<file path="config.mk">
export PLATFORM = sky130hd
export DESIGN_NAME = narrow_pix_unit
export DESIGN_NICKNAME = d
export VERILOG_FILES = /design/src/rtl/npc_pkg.sv /design/src/rtl/npc_narrow.sv /design/src/rtl/npc_pixel.sv /design/src/rtl/narrow_pix_unit.sv
export SDC_FILE = /design/constraint.sdc
export NUM_CORES = 1
export LEC_CHECK = 0
export BUFFER_PORTS_ARGS = -buffer_cell sky130_fd_sc_hd__buf_2
export CAP_MARGIN = 20
export CORE_MARGIN = 5
export CORE_UTILIZATION = 30
export DETAILED_ROUTE_END_ITERATION = 10
export GPL_ROUTABILITY_DRIVEN = 0
export PLACE_DENSITY = 0.46
export SLEW_MARGIN = 20
export SYNTH_ARGS = -nofsm -noshare
export SYNTH_HDL_FRONTEND = slang
export SYNTH_SLANG_ARGS = --single-unit
</file>
<file path="constraint.sdc">
create_clock -name clk_i -period 1.3 [get_ports clk_i]
set_input_delay 0.065 -clock clk_i [delete_from_list [all_inputs] [get_ports clk_i]]
set_output_delay 0.065 -clock clk_i [all_outputs]
set_load 0.05 [all_outputs]
</file>
<file path="src/rtl/npc_pkg.sv">
package npc_pkg;
  localparam int unsigned DATA_W = 64;
  localparam int unsigned PIX_W  = 32;
  localparam int unsigned HPIX_W = PIX_W / 2;
  localparam int unsigned CH_N   = 3;

  typedef enum logic [2:0] {
    OP_CHOP   = 3'd0,
    OP_CLAMP  = 3'd1,
    OP_SEXT   = 3'd2,
    OP_ZEXT   = 3'd3,
    OP_PACK   = 3'd4,
    OP_UNPACK = 3'd5
  } op_e;

  function automatic logic [6:0] src_bits(input logic [1:0] code);
    case (code)
      2'd0:    return 7'd16;
      2'd1:    return 7'd32;
      2'd2:    return 7'd64;
      default: return 7'd16;
    endcase
  endfunction

  function automatic logic [6:0] dst_bits(input logic [1:0] code);
    case (code)
      2'd0:    return 7'd8;
      2'd1:    return 7'd16;
      2'd2:    return 7'd32;
      default: return 7'd8;
    endcase
  endfunction

  function automatic logic [DATA_W-1:0] low_mask(input logic [6:0] bits);
    if (bits >= 7'(DATA_W)) return '1;
    return (DATA_W'(1) << bits) - DATA_W'(1);
  endfunction
endpackage

</file>
<file path="src/rtl/npc_narrow.sv">
module npc_narrow
  import npc_pkg::*;
(
  input  logic [1:0]        op_i,
  input  logic [1:0]        src_w_i,
  input  logic [1:0]        dst_w_i,
  input  logic              signed_i,
  input  logic [DATA_W-1:0] data_i,
  output logic [DATA_W-1:0] res_o
);
  logic [6:0]        n_bits, m_bits;
  logic [DATA_W-1:0] mask_n, mask_m, sx, zx, max_s, min_s;
  logic              src_neg, fld_neg;

  always_comb begin
    n_bits  = src_bits(src_w_i);
    m_bits  = dst_bits(dst_w_i);
    mask_n  = low_mask(n_bits);
    mask_m  = low_mask(m_bits);
    src_neg = data_i[n_bits-7'd1];
    fld_neg = data_i[m_bits-7'd1];
    zx      = data_i & mask_n;
    sx      = zx | ((signed_i && src_neg) ? ~mask_n : '0);
    max_s   = mask_m >> 1;
    min_s   = ~max_s;
    res_o   = '0;
    case (op_i)
      2'd0: res_o = data_i & mask_m;
      2'd1: begin
        if (signed_i) begin
          if ($signed(sx) > $signed(max_s))      res_o = max_s;
          else if ($signed(sx) < $signed(min_s)) res_o = min_s & mask_m;
          else                                   res_o = sx & mask_m;
        end else begin
          res_o = (zx > mask_m) ? mask_m : zx;
        end
      end
      2'd2: res_o = ((data_i & mask_m) | (fld_neg ? ~mask_m : '0)) & mask_n;
      default: res_o = data_i & mask_m & mask_n;
    endcase
  end
endmodule

</file>
<file path="src/rtl/npc_pixel.sv">
module npc_pixel
  import npc_pkg::*;
(
  input  logic              unpack_i,
  input  logic [DATA_W-1:0] data_i,
  output logic [DATA_W-1:0] res_o
);
  localparam int unsigned CW = 5;
  localparam int unsigned BW = PIX_W / 4;

  logic [HPIX_W-1:0] packed_w;
  logic [PIX_W-1:0]  wide_w;

  // alpha: lsb of top byte in, whole top byte out
  assign packed_w[HPIX_W-1]   = data_i[PIX_W-BW];
  assign wide_w[PIX_W-1 -: BW] = {BW{data_i[HPIX_W-1]}};

  for (genvar c = 0; c < CH_N; c++) begin : g_ch
    assign packed_w[c*CW +: CW] = data_i[c*BW+BW-1 -: CW];
    assign wide_w[c*BW +: BW]   = {data_i[c*CW +: CW], data_i[c*CW+CW-1 -: BW-CW]};
  end

  always_comb begin
    res_o = '0;
    if (unpack_i) res_o[PIX_W-1:0]  = wide_w;
    else          res_o[HPIX_W-1:0] = packed_w;
  end
endmodule

</file>
<file path="src/rtl/narrow_pix_unit.sv">
module narrow_pix_unit
  import npc_pkg::*;
(
  input  logic              clk_i,
  input  logic              rst_ni,
  input  logic              valid_i,
  input  logic [2:0]        mode_i,
  input  logic [1:0]        src_w_i,
  input  logic [1:0]        dst_w_i,
  input  logic              signed_i,
  input  logic [DATA_W-1:0] data_i,
  output logic              valid_o,
  output logic              illegal_o,
  output logic [DATA_W-1:0] data_o
);
  logic [DATA_W-1:0] nar_res, pix_res, res_d;
  logic              is_nar, is_pix, ill_d;

  npc_narrow i_narrow (
    .op_i    (mode_i[1:0]),
    .src_w_i (src_w_i),
    .dst_w_i (dst_w_i),
    .signed_i(signed_i),
    .data_i  (data_i),
    .res_o   (nar_res)
  );

  npc_pixel i_pixel (
    .unpack_i(mode_i == OP_UNPACK),
    .data_i  (data_i),
    .res_o   (pix_res)
  );

  always_comb begin
    is_nar = (mode_i[2] == 1'b0);
    is_pix = (mode_i == OP_PACK) || (mode_i == OP_UNPACK);
    if (is_nar)
      ill_d = (src_w_i == 2'd3) || (dst_w_i == 2'd3) || (src_w_i < dst_w_i);
    else
      ill_d = !is_pix;
    if (ill_d)       res_d = '0;
    else if (is_nar) res_d = nar_res;
    else             res_d = pix_res;
  end

  always_ff @(posedge clk_i or negedge rst_ni) begin
    if (!rst_ni) begin
      valid_o   <= 1'b0;
      illegal_o <= 1'b0;
      data_o    <= '0;
    end else begin
      valid_o <= valid_i;
      if (valid_i) begin
        illegal_o <= ill_d;
        data_o    <= res_d;
      end
    end
  end
endmodule

</file>
==> out/qor.txt <==
Status: finished with violations
Failing checks: setup timing
Post-synth EDFFs: 0
Largest net degree at the start of global routing: 34
Final setup fails: 65
Commonest non-fill, non-tap cell in the layout: buf_4
Area growth, synth to finish: 62.9%
Hold Slack: 0.0902 ns
Hold Crit Class: in2reg
Initial Utilization: 0.301
Die width: 196 um
Top post-synthesis cells by area: ha_1, dfrtp_1, a21oi_1, nand2_1, inv_1
Initial drt markers: 876
Clk buf depth: 2
FFs w/ async S/R, synth: 1.00
CTS buffer count: 9
Avg WL per Cell: 20.3 um
Sequential cell area: 1650 um^2
Layout Utilization: 0.491
Post-synthesis sequential area ratio: 0.160
RSZ-0062 raised after global routing: true
Port bufs: 140
Worst skew pair latency: 0.35 ns
CTS Sinks: 66
Fin area: 16800 um^2
First-pass GRT wire length: 75600 um
Maximum vdd drop: 0.632 mV
Share of layout cells above drive strength 1: 0.401
Routed vias: 12800
Synth Area in XOR/XNOR: 0
Antenna-violating nets left: 0
CP Data Required Time: 1.55 ns
Seq cells post-synth: 66
Leak pwr: 8.70 nW
Diodes inserted: 0
Cell Pwr Density: 715 nW/um^2
Vias in the first global route: 13200
Pins Over Slew Limit: 0
Tcrit/Tclk final: 2.65
CP Capture Type: register
Final TNS setup: -128.07 ns
H-tree Lvls: 3
Commonest non-fill, non-tap cells in the layout: buf_4, ha_1, a21oi_1, nand2_1, buf_2
Cells after Synth: 1371
WL final: 49100 um
Slew at the pin closest to its max-slew limit: 0.525 ns
Fin nets: 2251
WP data arrival: 3.70 ns
Max_cap viols: 0
CTS root buf: clkbuf_16
DR vias/cell: 5.30
Yosys cell types: 72
CTS clk-pin slew, worst paths: 0.07 ns
Synth Area in Simple Gates: 0.207
Adder-cell share of the synthesized area: 0.259
Fmax: 290 MHz
Die area: 38300 um^2
Number of fill cells: 3387
Post-synthesis compound-gate area fraction: 0.302
Headroom to the max-slew limit: 0.650
Area post-placement: 15100 um^2
Multiplexer share of the synthesized area: 0.0104
Critical Path Source Type: input pin
Final Hold Fails: 0
Worst setup margin: -2.15 ns
Core area: 34300 um^2
Largest family of logic cells by synthesized area: compound AO/OA/AOI/OAI gates
Synth top area share: 0.259
Post-synth top flop: dfrtp_1
Multi-input logic area: 9390 um^2
CTS tree: yes
Crit path kind: in2reg
Die outline height: 196 um
Final Skew: 0 ns
# DRC: 0
Dpl hpwl: 38700 um
Core Rows: 68
Yosys Warn Count: 0
Power, Total: 12.0 mW
Fin crit period: 3.45 ns
I/O pins: 141
Syn avg cell area: 7.54 um^2
Initial antenna violation count: 0
GRT Util Overall: 0.249
Critical Path Fanout Max: 8
Post-synth top area cell: ha_1
DR pass1 iterations: 5
Post-Syn Area: 10300 um^2
Congestion Overflow GR: 0
==> registers in the layout, indices dropped and copies added (netlist names) <==
name       flops
data_o        64
illegal_o      1
valid_o        1
==> metal layers <==
| layer | wire length (um) | up-vias | global-route usage |
|---|---|---|---|
| met5 | 0 | - | 0 |
| met4 | 1390 | 0 | 0.0721 |
| met3 | 2560 | 69 | 0.0298 |
| met2 | 23000 | 424 | 0.417 |
| met1 | 22100 | 6163 | 0.336 |
| li1 | - | 6190 | - |
==> final cells by class <==
class,count,area share
inverters,91,0.0207
flip-flops and latches,66,0.0981
clock inverters,6,0.00528
clock buffers,10,0.0142
repair buffers,589,0.270
multi-input cells,1205,0.558
well taps,455,0.0338
==> repair_timing <==
action                     in CTS  in global routing
setup endpoints to repair      65                 65
pin swaps                      29                 28
buffers inserted               15                 10
hold buffers                    1                  0
hold endpoints to repair       24                  0
resized for setup             147                 74
gates cloned                    4                  2
==> logic make-up after synthesis <==
| kind of cell | Yosys count |
|---|---|
| compound gates | 486 |
| simple gates | 430 |
| fa+ha+maj | 214 |
| buf+inv | 165 |
| flops | 66 |
| mux | 8 |
| other cells | 2 |
==> path summary, 6_finish.rpt <==
path                             from  slack, ns    endpoint  cells after the start
max reg2reg                data_o[16]       0.11  data_o[16]                      5
min in group asynchronous      rst_ni       0.18  data_o[57]                      2
min                        data_i[57]       0.09  data_o[57]                      3
min reg2reg                 illegal_o       0.49   illegal_o                      1
max in group asynchronous      rst_ni       0.55  data_o[11]                      3
max                        src_w_i[0]      -2.15  data_o[32]                     19
==> cells in the mapped netlist, types with 9 or more instances <==
library cell	count
nand3_1	33
clkbuf_1	67
and3_1	11
o2bb2ai_1	11
ha_1	214
o21ai_0	63
nand2_1	155
a22o_1	13
a21oi_1	200
nor4_1	12
o211ai_1	10
nor4b_1	12
nand4_1	17
dfrtp_1	66
o31ai_1	9
o221ai_1	18
a211oi_1	20
nor3_1	28
inv_1	90
a21o_1	37
a31o_2	22
nand2b_1	27
nor2b_1	25
nor2_1	68
==> critical path, cell delays in order <==
cell and delay (ns):
buf_8 0.08, inv_4 0.04, ha_4 0.28, mux2i_2 0.23
or2_4 0.22, buf_12 0.14, buf_6 0.10, nand2_4 0.05
ha_4 0.24, buf_4 0.13, buf_4 0.12, nor4b_2 0.34
nand4_1 0.24, nor3_2 0.21, a222oi_1 0.11, buf_4 0.18
and3_1 0.21, or4_4 0.49, a32o_1 0.23
==> power by group <==
part / internal (mW) / switching (mW)
combinational: 2.99 / 3.78
clock: 1.74 / 1.21
sequential: 2.21 / 0.120
total: 6.94 / 5.11
==> stage by stage <==
step           cells  setup slack (ns)
6_report        2422             -2.15
3_3_place_gp    2375             -2.86
2_1_floorplan   1436             -2.56
3_5_place_dp    2375             -2.89
5_1_grt         2422             -2.28
4_1_cts         2411             -2.11
(Power assumes the default switching activity.)
